**src/rtl/rtxs_pkg.sv**
```systemverilog
package rtxs_pkg;
  typedef enum logic [1:0] {
    ST_IDLE = 2'd0,
    ST_LOAD = 2'd1,
    ST_REQ  = 2'd2,
    ST_GAP  = 2'd3
  } rtxs_state_e;
endpackage

```
**src/rtl/rtxs_tick_timer.sv**
```systemverilog
module rtxs_tick_timer #(
  parameter int unsigned MAX_TICKS = 5,
  parameter int unsigned CNT_W     = 3
) (
  input  logic             clk_i,
  input  logic             rst_ni,
  input  logic             clr_i,
  input  logic             tick_i,
  output logic [CNT_W-1:0] cnt_o
);
  localparam logic [CNT_W-1:0] MAX_CNT = CNT_W'(MAX_TICKS);

  logic [CNT_W-1:0] cnt_q;

  always_ff @(posedge clk_i or negedge rst_ni) begin
    if (!rst_ni)                       cnt_q <= '0;
    else if (clr_i)                    cnt_q <= '0;
    else if (tick_i && cnt_q != MAX_CNT) cnt_q <= cnt_q + 1'b1;
  end

  assign cnt_o = cnt_q;
endmodule

```
**src/rtl/rtxs_seq_fsm.sv**
```systemverilog
module rtxs_seq_fsm
  import rtxs_pkg::*;
#(
  parameter int unsigned NUM_CH  = 3,
  parameter int unsigned T_TICKS = 2,
  parameter int unsigned D_TICKS = 5,
  parameter int unsigned CNT_W   = 3,
  parameter int unsigned IDX_W   = 2
) (
  input  logic             clk_i,
  input  logic             rst_ni,
  input  logic             start_i,
  input  logic             started_i,
  input  logic [CNT_W-1:0] cnt_i,
  output logic             accept_o,
  output logic             load_o,
  output logic             req_act_o,
  output logic [IDX_W-1:0] idx_o,
  output logic             timer_clr_o,
  output logic             err_set_o,
  output logic             busy_o,
  output logic             done_o
);
  localparam logic [CNT_W-1:0] T_CNT    = CNT_W'(T_TICKS);
  localparam logic [CNT_W-1:0] D_CNT    = CNT_W'(D_TICKS);
  localparam logic [IDX_W-1:0] LAST_IDX = IDX_W'(NUM_CH - 1);

  rtxs_state_e      st_q, st_d;
  logic [IDX_W-1:0] idx_q, idx_d;
  logic             done_q, done_d;

  always_comb begin
    st_d        = st_q;
    idx_d       = idx_q;
    done_d      = 1'b0;
    accept_o    = 1'b0;
    timer_clr_o = 1'b0;
    err_set_o   = 1'b0;
    unique case (st_q)
      ST_IDLE: begin
        if (start_i) begin
          accept_o = 1'b1;
          idx_d    = '0;
          st_d     = ST_LOAD;
        end
      end
      ST_LOAD: begin
        timer_clr_o = 1'b1;
        st_d        = ST_REQ;
      end
      ST_REQ: begin
        if (started_i) begin
          st_d = ST_GAP;
        end else if (cnt_i >= T_CNT) begin
          err_set_o = 1'b1;
          st_d      = ST_GAP;
        end
      end
      ST_GAP: begin
        // delay window measured from this channel's request rise
        if (cnt_i >= D_CNT) begin
          if (idx_q == LAST_IDX) begin
            done_d = 1'b1;
            st_d   = ST_IDLE;
          end else begin
            idx_d       = idx_q + 1'b1;
            timer_clr_o = 1'b1;
            st_d        = ST_REQ;
          end
        end
      end
      default: st_d = ST_IDLE;
    endcase
  end

  always_ff @(posedge clk_i or negedge rst_ni) begin
    if (!rst_ni) begin
      st_q   <= ST_IDLE;
      idx_q  <= '0;
      done_q <= 1'b0;
    end else begin
      st_q   <= st_d;
      idx_q  <= idx_d;
      done_q <= done_d;
    end
  end

  assign load_o    = (st_q == ST_LOAD);
  assign req_act_o = (st_q == ST_REQ);
  assign idx_o     = idx_q;
  assign busy_o    = (st_q != ST_IDLE);
  assign done_o    = done_q;

  assert_load_then_first_R1: assert property (@(posedge clk_i) disable iff (!rst_ni)
    (st_q == ST_LOAD) |=> (st_q == ST_REQ && idx_q == '0));

  assert_in_order_R2: assert property (@(posedge clk_i) disable iff (!rst_ni)
    (st_q == ST_GAP && st_d == ST_REQ) |=> (idx_q == IDX_W'($past(idx_q) + 1'b1)));

  assert_timeout_exit_R4: assert property (@(posedge clk_i) disable iff (!rst_ni)
    (st_q == ST_REQ && cnt_i >= T_CNT) |=> (st_q == ST_GAP));

  // D > T: a timeout always resolves inside the delay window
  assert_gap_after_timeout_R5: assert property (@(posedge clk_i) disable iff (!rst_ni)
    (st_q == ST_REQ && st_d == ST_GAP) |-> (cnt_i < D_CNT));

  assert_done_pulse_R6: assert property (@(posedge clk_i) disable iff (!rst_ni)
    done_q |=> !done_q);

  assert_done_idle_R6: assert property (@(posedge clk_i) disable iff (!rst_ni)
    done_q |-> (st_q == ST_IDLE));
endmodule

```
**src/rtl/rtxs_chan_bank.sv**
```systemverilog
module rtxs_chan_bank #(
  parameter int unsigned NUM_CH = 3,
  parameter int unsigned IDX_W  = 2
) (
  input  logic              clk_i,
  input  logic              rst_ni,
  input  logic              req_act_i,
  input  logic [IDX_W-1:0]  idx_i,
  input  logic              err_set_i,
  input  logic              err_clr_i,
  input  logic [NUM_CH-1:0] tx_started_i,
  output logic [NUM_CH-1:0] tx_req_o,
  output logic              started_sel_o,
  output logic [NUM_CH-1:0] err_o
);
  logic [NUM_CH-1:0] err_q;

  for (genvar k = 0; k < NUM_CH; k++) begin : g_ch
    logic sel;
    assign sel         = (idx_i == IDX_W'(k));
    assign tx_req_o[k] = req_act_i && sel;

    always_ff @(posedge clk_i or negedge rst_ni) begin
      if (!rst_ni)                err_q[k] <= 1'b0;
      else if (err_clr_i)         err_q[k] <= 1'b0;
      else if (err_set_i && sel)  err_q[k] <= 1'b1;
    end

    assert_err_only_timeout_R4: assert property (@(posedge clk_i) disable iff (!rst_ni)
      $rose(err_q[k]) |-> ($past(tx_req_o[k]) && !$past(tx_started_i[k])));
  end

  assign started_sel_o = |(tx_req_o & tx_started_i);
  assign err_o         = err_q;

  assert_req_onehot_R2: assert property (@(posedge clk_i) disable iff (!rst_ni)
    $onehot0(tx_req_o));

  assert_withdraw_on_start_R3: assert property (@(posedge clk_i) disable iff (!rst_ni)
    (|(tx_req_o & tx_started_i)) |=> (tx_req_o == '0));
endmodule

```
**src/rtl/rep_tx_sequencer.sv**
```systemverilog
module rep_tx_sequencer #(
  parameter int unsigned NUM_CH    = 3,
  parameter int unsigned PAYLOAD_W = 32,
  parameter int unsigned T_TICKS   = 2,
  parameter int unsigned D_TICKS   = 5
) (
  input  logic                 clk_i,
  input  logic                 rst_ni,
  input  logic                 bit_tick_i,
  input  logic                 start_i,
  input  logic [PAYLOAD_W-1:0] payload_i,
  output logic [PAYLOAD_W-1:0] ld_data_o,
  output logic [NUM_CH-1:0]    ld_en_o,
  output logic [NUM_CH-1:0]    tx_req_o,
  input  logic [NUM_CH-1:0]    tx_started_i,
  output logic                 busy_o,
  output logic                 done_o,
  output logic [NUM_CH-1:0]    err_o,
  output logic                 overrun_o
);
  localparam int unsigned CNT_W = $clog2(D_TICKS + 1);
  localparam int unsigned IDX_W = (NUM_CH > 1) ? $clog2(NUM_CH) : 1;

  logic                 accept, load, req_act, timer_clr, err_set, started_sel;
  logic [IDX_W-1:0]     idx;
  logic [CNT_W-1:0]     cnt;
  logic [PAYLOAD_W-1:0] payload_q;
  logic                 overrun_q;

  rtxs_tick_timer #(.MAX_TICKS(D_TICKS), .CNT_W(CNT_W)) u_timer (
    .clk_i  (clk_i),
    .rst_ni (rst_ni),
    .clr_i  (timer_clr),
    .tick_i (bit_tick_i),
    .cnt_o  (cnt)
  );

  rtxs_seq_fsm #(
    .NUM_CH(NUM_CH), .T_TICKS(T_TICKS), .D_TICKS(D_TICKS),
    .CNT_W(CNT_W), .IDX_W(IDX_W)
  ) u_fsm (
    .clk_i       (clk_i),
    .rst_ni      (rst_ni),
    .start_i     (start_i),
    .started_i   (started_sel),
    .cnt_i       (cnt),
    .accept_o    (accept),
    .load_o      (load),
    .req_act_o   (req_act),
    .idx_o       (idx),
    .timer_clr_o (timer_clr),
    .err_set_o   (err_set),
    .busy_o      (busy_o),
    .done_o      (done_o)
  );

  rtxs_chan_bank #(.NUM_CH(NUM_CH), .IDX_W(IDX_W)) u_bank (
    .clk_i         (clk_i),
    .rst_ni        (rst_ni),
    .req_act_i     (req_act),
    .idx_i         (idx),
    .err_set_i     (err_set),
    .err_clr_i     (accept),
    .tx_started_i  (tx_started_i),
    .tx_req_o      (tx_req_o),
    .started_sel_o (started_sel),
    .err_o         (err_o)
  );

  always_ff @(posedge clk_i or negedge rst_ni) begin
    if (!rst_ni)     payload_q <= '0;
    else if (accept) payload_q <= payload_i;
  end

  always_ff @(posedge clk_i or negedge rst_ni) begin
    if (!rst_ni)                overrun_q <= 1'b0;
    else if (start_i && busy_o) overrun_q <= 1'b1;
  end

  assign ld_data_o = payload_q;
  assign ld_en_o   = {NUM_CH{load}};
  assign overrun_o = overrun_q;

  assert_err_hold_R6: assert property (@(posedge clk_i) disable iff (!rst_ni)
    (!busy_o && !start_i) |=> $stable(err_o));

  assert_overrun_set_R7: assert property (@(posedge clk_i) disable iff (!rst_ni)
    (busy_o && start_i) |=> overrun_o);

  assert_overrun_sticky_R7: assert property (@(posedge clk_i) disable iff (!rst_ni)
    overrun_o |=> overrun_o);
endmodule

```
**config.mk**
```make
export PLATFORM = sky130hd
export DESIGN_NAME = rep_tx_sequencer
export DESIGN_NICKNAME = d
export VERILOG_FILES = /design/src/rtl/rtxs_pkg.sv /design/src/rtl/rtxs_tick_timer.sv /design/src/rtl/rtxs_seq_fsm.sv /design/src/rtl/rtxs_chan_bank.sv /design/src/rtl/rep_tx_sequencer.sv
export SDC_FILE = /design/constraint.sdc
export NUM_CORES = 1
export LEC_CHECK = 0
export ABC_AREA = 1
export BUFFER_PORTS_ARGS = -buffer_cell sky130_fd_sc_hd__buf_2
export CAP_MARGIN = 20
export CORE_UTILIZATION = 50
export CTS_CLUSTER_SIZE = 10
export DETAILED_ROUTE_END_ITERATION = 8
export GPL_TIMING_DRIVEN = 0
export PLACE_DENSITY = 0.86
export SLEW_MARGIN = 0
export SYNTH_ARGS = -nofsm -noshare
export SYNTH_HDL_FRONTEND = slang
export SYNTH_SLANG_ARGS = --single-unit
```
**constraint.sdc**
```tcl
create_clock -name clk_i -period 2.15 [get_ports clk_i]
set_input_delay 0.43 -clock clk_i [delete_from_list [all_inputs] [get_ports clk_i]]
set_output_delay 0.43 -clock clk_i [all_outputs]
set_load 0.02 [all_outputs]
```
## After elaboration in Yosys (flattened, before gate mapping)

Index checks and enable logic that the tools add are counted.

- Bitwise gates (word level): 1
- Equality and inequality tests: 10
- Mux-type cells: 29
- Add/sub/neg operators: 2
- Magnitude comparators: 2
- Reductions and logical operators: 19

Operators by type and width:

| cell | number |
|---|---|
| $mux W1 | 16 |
| $mux W2 | 8 |
| $reduce_bool A2 Y1 | 6 |
| $logic_and A1 B1 Y1 | 8 |
| $pmux W2 S4 | 1 |
| $eq A2 B2 Y1 const B | 3 |
| $mux W3 | 2 |
| $ne A3 B3 Y1 const B | 2 |
| $eq A2 B1 Y1 const B | 2 |
| $logic_not A2 Y1 | 2 |
| $ne A2 B2 Y1 const B | 2 |
| $pmux W2 S2 | 1 |
| $reduce_and A4 Y1 | 1 |
| $add A3 B1 Y3 const B | 1 |
| $and A3 B3 Y3 | 1 |
| $ge A3 B2 Y1 const B | 1 |
| $ge A3 B3 Y1 const B | 1 |
| $reduce_and A3 Y1 | 1 |
| $reduce_or A3 Y1 | 1 |
| $add A2 B1 Y2 const B | 1 |
| $ne A2 B1 Y1 const B | 1 |
| $pmux W1 S2 | 1 |

- Bits in registers: 44

## Depth between registers and ports, before layout

Gate-level depths: netlist (run 1).

- Depth in word-level cells: 9
- Depth in mapped cells: 8

## By module

Synthesis (run 1) repeated with hierarchy kept, for this count alone.

- Cells, all modules: 235
- Area total of the unflattened synthesis: 2,034.5 µm²

By module, submodules not included:

| module | sequential area each (µm²) | area an instance (µm²) | instances | cells an instance |
|---|---|---|---|---|
| rep_tx_sequencer | 825.8 | 1,351.3 | 1 | 143 |
| rtxs_seq_fsm | 125.1 | 325.3 | 1 | 43 |
| rtxs_tick_timer | 75.1 | 190.2 | 1 | 26 |
| rtxs_chan_bank | 75.1 | 167.7 | 1 | 23 |

## Worst setup path before layout (run 1)

Ideal clock, no wire load.

- Kind: register to output
- From: register u_fsm.idx_q[0] (netlist: u_fsm.idx_o[0])
- To: output tx_req_o[0]
- Stages on the path, launching flop included: 5
- Buffers on the path: 0
- Setup slack: 748 ps
- Arrival time: 972 ps
- Cells stage by stage: dfrtp_1 > inv_1 > ha_1 > inv_1 > nor2_1

- Cells in the longest elaborated chain, start to end: 2

Ends and longest elaborated chain:

| what | RTL line | text |
|---|---|---|
| from (decl) | rtxs_seq_fsm.sv:29 | `logic [IDX_W-1:0] idx_q, idx_d;` |
| from (signal assigned) | rtxs_seq_fsm.sv:83 | `idx_q <= idx_d;` |
| $logic_not A2 Y1 | rtxs_chan_bank.sv:20 | `assign sel = (idx_i == IDX_W'(k));` |
| $logic_and A1 B1 Y1 | rtxs_chan_bank.sv:21 | `assign tx_req_o[k] = req_act_i && sel;` |
| to (decl) | rep_tx_sequencer.sv:14 | `output logic [NUM_CH-1:0] tx_req_o,` |

No other way between the ends.

## Final worst setup path (run 1)

- From: register u_fsm.idx_q[0] (netlist: u_fsm.idx_o[0])
- To: output tx_req_o[2]

- Cells in the longest elaborated chain, start to end: 2

Ends and longest elaborated chain:

| what | RTL line |
|---|---|
| $eq A2 B2 Y1 | rtxs_chan_bank.sv:20 |
| $logic_and A1 B1 Y1 | rtxs_chan_bank.sv:21 |

No other way between the ends.

==> results of run 1 <==
final timing paths:
path                             startpoint         endpoint  slack [ps]  cells after the start
min in group clk_i            payload_i[26]    ld_data_o[26]         330                      3
hold / removal                       rst_ni    ld_data_o[19]         270                      1
setup / recovery             u_fsm.idx_o[0]      tx_req_o[2]         380                      5
setup reg to reg           u_timer.cnt_o[1]   u_fsm.idx_o[0]         630                      7
hold reg to reg                   overrun_o        overrun_o         470                      1
max in group asynchronous            rst_ni  u_bank.err_o[0]        1300                      1
per-stage QoR:
stage	worst slack, ps	util [%]	total power [mW]	cells	hold WS (ps)
4_1_cts	368	67.5	3.58	360	315
3_5_place_dp	646	65.1	3.06	352	446
3_3_place_gp	689	65.1	3.00	352	439
5_1_grt	282	67.5	3.85	360	330
6_report	376	67.5	3.56	360	274
2_1_floorplan	748	-	2.51	222	134
registers in the layout, summed over array words and instances, names as in the netlist:
signal	cells
ld_data_o	32
u_fsm.done_o	1
u_fsm.st_q	2
u_fsm.idx_o	2
u_timer.cnt_o	3
overrun_o	1
u_bank.err_o	3
cell usage in the layout (no fill, tap or decap), drive strengths merged:
cell / Yosys / final
inv: 15 / 15
dfrtp: 44 / 44
a21oi: 6 / 6
buf: 9 / 91
a21o: 1 / 1
o211ai: 2 / 2
clkbuf: 0 / 8
nor2: 11 / 11
ha: 5 / 5
nand2: 112 / 112
o21ai: 4 / 4
nand3: 5 / 5
nand4: 2 / 2
xor2: 1 / 1
or2: 1 / 1
o31ai: 1 / 1
or3: 1 / 1
nor3: 1 / 1
clkinv: 1 / 1
routing by layer:
layer  vias to the layer above  global-route usage (%)
li1                        855                       -
met1                       766                    27.1
met2                        66                    35.4
met3                         7                    6.07
met4                         0                    7.50
met5                         -                       0
synthesized netlist by cell type (2+ instances only):
cell     instances  area [um2]
buf_4            3        22.5
dfrtp_1         44        1100
buf_2            3        15.0
buf_6            3        33.8
nor2_2           2        12.5
nor2_1           9        33.8
a21oi_1          6        30.0
nand3_1          5        25.0
o21ai_0          3        15.0
ha_1             5        62.6
inv_1           14        52.6
nand4_1          2        12.5
nand2_1        111         417
logic make-up after synthesis:
group           share of synthesized area (%)
compound gates                           4.86
xor+xnor                                0.454
fa+ha+maj                                3.24
buf+inv                                  7.00
flops                                    57.0
simple gates                             27.4
power by group:
group | internal (mW) | switching, mW | total, mW
sequential | 1.20 | 0.222 | 1.42
clock | 0.262 | 0.255 | 0.517
combinational | 0.579 | 1.04 | 1.62
layout make-up:
type / count / area, um2
tap: 48 / 60.1
buffer: 9 / 71.3
timing repair buffer: 82 / 410
inverter: 16 / 63.8
fill: 332 / 1200
clock buffer: 8 / 90.1
multi-input combinational: 153 / 694
sequential: 44 / 1100
critical path, delay by kind of cell, from the launching register on:
family / cells / cell delay, ps
DFF: 1 / 400
buffers and inverters: 3 / 310
adders and majority gates: 1 / 230
and+or+nand+nor: 1 / 120
==> results.txt, run 1 <==
Placed cell areas -> 2400 um2
Pin slew with the least headroom to its limit -> 926 ps
CTS resizes -> 0
Initial DRC count -> 72
CTS Root Buffer Type -> clkbuf_8
Final TNS setup -> 0 ps
Initial core utilization -> 52.3%
Met1 wire length -> 1.75 mm
Pin count of the biggest net entering global routing -> 45
Via-to-Cell Ratio -> 4.71
Cell repeated most along the worst path -> inv_1
Synth Flop Type -> dfrtp_1
Top-Level Pins -> 83
Average cell area after synthesis -> 8.70 um2
Delay of the slowest cell on the worst path -> 400 ps
Count of input and output buffers -> 82
Deepest clock path buffer count -> 2
Result of the run -> finished clean
Detailed-routed wire length on met2 -> 1.84 mm
Total leakage power -> 1.51 nW
Endpoint class of the critical path -> primary output
Fraction of synthesis flops using an asynchronous set or reset pin -> 100%
Site Rows -> 22
Num CTS Buffers -> 5
Synthesis warning total -> 0
Power density of the placed cells -> 1430 nW/um2
Share of layout cells above drive strength 1 -> 33.3%
Count of hold-fix buffers inserted at cts -> 0
HPWL Detailed -> 2.93 mm
Vias post-DR -> 1,694
Clock-pin slew on the worst setup and hold paths -> 80 ps
Post-synth EDFFs -> 0
CTS tree -> yes
Synth Register Bits -> 44
Placer congestion estimate -> 0.744
Post-route design area -> 2490 um2
Later-pin clock latency in the skew report -> 290 ps
Slowest-stage cell, CP -> dfrtp_1
Amount of wire on met3 after detailed routing -> 293 um
Portion of the post-synthesis area used by sequential elements -> 57.0%
Startpoint-to-endpoint class of the critical path -> reg2out
Final number of max-transition violations -> 0
Data required time of the critical path -> 1720 ps
Die Footprint -> 4110 um2
Via count of the first global-routing pass -> 1,602
Worst slew margin relative to its limit -> 38.3%
Drt wl/cell -> 10.9 um
Fin crit period -> 1770 ps
Total Routing Usage GR -> 21.5%
Max-cap violations -> 0
Skew final -> 3.95 ps
Remaining antenna violation count -> 0
Die extent in x -> 64.1 um
Placeable core region -> 3690 um2
Drt pass-1 iters -> 5
Area growth from synthesis to layout -> 29.0%
Setup crit start kind -> flop
Net count of the mapped netlist -> 266
Final net count -> 355
Wire length of the first global-routing pass -> 6.82 mm
Antenna violations before repair -> 0
Critical path arrival -> 1340 ps
Count of unique library cells instantiated by Yosys -> 25
Sink Count -> 44
Die height -> 64.1 um
Summed instance area of the synthesized netlist -> 1930 um2
Number of inserted diodes -> 0
Postcts setup bufs -> 0
H-tree Lvls -> 2
Part of the cycle the worst path needs -> 82.5%
Cells after synthesis -> 222
Hold Path Class -> in2async
Global route overflow -> 0
Max rail drop VDD -> 0.000859 V
Final routed wirelength across all metal layers -> 3.93 mm
Setup repair after global routing missed its margin -> no
Finish-stage setup viols -> 0
Hold Violations, Final -> 0
Worst-path fanout max -> 4
Uppermost layer routed -> met4
Critical-path cell list -> inv_1 -> ha_1 -> nand3_1 -> inv_1 -> buf_2
Maximum clock frequency -> 564 MHz
Drt drc -> 0
(Power assumes the default switching activity.)
==> run 2, diff against run 1 <==
CORE_UTILIZATION = 42   (was 50)
PLACE_DENSITY = 0.78   (was 0.86)
clock period = 1.6 ns   (was 2.15 ns; I/O delays follow)
==> run 2 against run 1 <==
Against the previous run:
- register-to-register slack got worse by 480 ps
- die area increased by 18%
- sequential share of layout area decreased by 2.4 points
- clock power increased by 39%
==> results.txt, run 2 (synthesis results as in run 1) <==
Data required time of the critical path -> 1280 ps
Startpoint-to-endpoint class of the critical path -> reg2out
Via count of the first global-routing pass -> 1,621
Total power -> 5.11 mW
H-tree Lvls -> 2
Worst-path fanout max -> 7
Finished Layout Cells -> 370
Finish-stage setup viols -> 0
Slowest-stage cell, CP -> dfrtp_2
Total Routing Usage GR -> 18.5%
Delay of the slowest cell on the worst path -> 480 ps
Via-to-Cell Ratio -> 4.55
HPWL Detailed -> 2.94 mm
Setup repair after global routing missed its margin -> yes
Initial DRC count -> 58
Most used cells in the layout excluding fill and tap cells -> nand2_1 (110), buf_2 (82), dfrtp_1 (42)
Site Rows -> 24
Sink Count -> 44
Pin count of the biggest net entering global routing -> 45
Share of layout cells above drive strength 1 -> 40.3%
Maximum clock frequency -> 638 MHz
Cell count after placement -> 356
Deepest clock path buffer count -> 2
Max rail drop VDD -> 0.000952 V
Count of input and output buffers -> 82
Power density of the placed cells -> 1940 nW/um2
Part of the cycle the worst path needs -> 97.9%
CP delay by family, top -> flip-flops
Final number of max-transition violations -> 0
Worst slew margin relative to its limit -> 38.1%
Initial core utilization -> 44.0%
Setup crit start kind -> flop
Antenna violations before repair -> 0
Die height -> 69.8 um
Total leakage power -> 1.54 nW
CTS Root Buffer Type -> clkbuf_8
Final TNS setup -> 0 ps
Die Footprint -> 4870 um2
Drt pass-1 iters -> 4
Buf+Inv Stages, Crit Path -> 2
Number of flip-flops in the largest register -> 32
Drt wl/cell -> 11.2 um
CTS tree -> yes
Drt drc -> 0
Skew final -> 4.07 ps
Later-pin clock latency in the skew report -> 300 ps
Hold Violations, Final -> 0
Vias post-DR -> 1,682
Pin slew with the least headroom to its limit -> 929 ps
Num CTS Buffers -> 5
Leading cell type in the layout, fill and taps excluded -> nand2_1
Placeable core region -> 4380 um2
Endpoint class of the critical path -> primary output
Area growth from synthesis to layout -> 36.7%
Placer congestion estimate -> 0.743
Fin crit period -> 1570 ps
Hold Path Class -> in2async
Die extent in x -> 69.8 um
Max-cap violations -> 0
Global route overflow -> 0
Wire length of the first global-routing pass -> 7.04 mm
Count of hold-fix buffers inserted at cts -> 0
Final routed wirelength across all metal layers -> 4.16 mm
Clock-pin slew on the worst setup and hold paths -> 80 ps
Critical path arrival -> 1250 ps
Final net count -> 361
Utilization after layout -> 60.2%
Number of inserted diodes -> 0
Result of the run -> finished clean
Top-Level Pins -> 83
Remaining antenna violation count -> 0
Critical-path cell list -> nor2_2 -> inv_1 -> buf_2
run 2: layer usage:
metal  global-route usage [%]  vias up  share of wire (%)
li1                         -      869                  -
met1                     23.9      747                 45
met2                     28.0       59                 45
met3                     7.41        7                8.3
met4                     6.67        0                1.6
met5                        0        -                  0
run 2: layout make-up:
cell class                      count  area (um2)
Inverter                           16        66.3
Fill cell                         393        1740
Timing Repair Buffer               88         474
Clock buffer                        7        86.3
Tap cell                           52        65.1
Sequential cell                    44        1100
Clock inverter                      1        7.51
Multi-Input combinational cell    153         766
Buffer                              9        71.3
run 2: worst paths after layout:
kind | start | end | slack, ps | depth (start not counted)
worst max-delay path | u_fsm.st_q[1] | busy_o | 30 | 3
worst min-delay path | rst_ni | ld_data_o[17] | 150 | 1
worst max register to register | u_fsm.idx_o[1] | u_timer.cnt_o[1] | 150 | 5
worst min register to register | overrun_o | overrun_o | 470 | 1
max in group asynchronous | rst_ni | u_timer.cnt_o[1] | 810 | 1
min in group clk_i | payload_i[22] | ld_data_o[22] | 210 | 3
run 2: repair_timing:
| action | in CTS | in global routing |
|---|---|---|
| hold endpoints to repair | 0 | 0 |
| resized for setup | 19 | 11 |
| gates cloned | 0 | 0 |
| pin swaps | 2 | 5 |
| setup endpoints to repair | 6 | 12 |
| buffers inserted | 2 | 4 |
run 2: worst register-to-register path, stage by stage, from the launching register on:
cell	delay [ps]
dfrtp_1	390
buf_4	150
ha_4	170
buf_4	130
o31ai_1	400
a21oi_1	80
run 2: through the flow:
| step | cell area [um2] | hold WS (ps) | setup slack, ps |
|---|---|---|---|
| 4_1_cts | 2570 | 196 | -3.35 |
| 2_1_floorplan | 1930 | 24.4 | 297 |
| 3_5_place_dp | 2410 | 449 | 102 |
| 3_3_place_gp | 2410 | 434 | 145 |
| 5_1_grt | 2640 | 201 | -28.6 |
| 6_report | 2640 | 151 | 33.0 |
run 2: power breakdown:
part | leakage [nW] | switching (mW) | internal [mW]
combinational | 0.931 | 1.51 | 0.953
sequential | 0.563 | 0.318 | 1.61
clock | 0.0445 | 0.369 | 0.351
total | 1.54 | 2.20 | 2.91
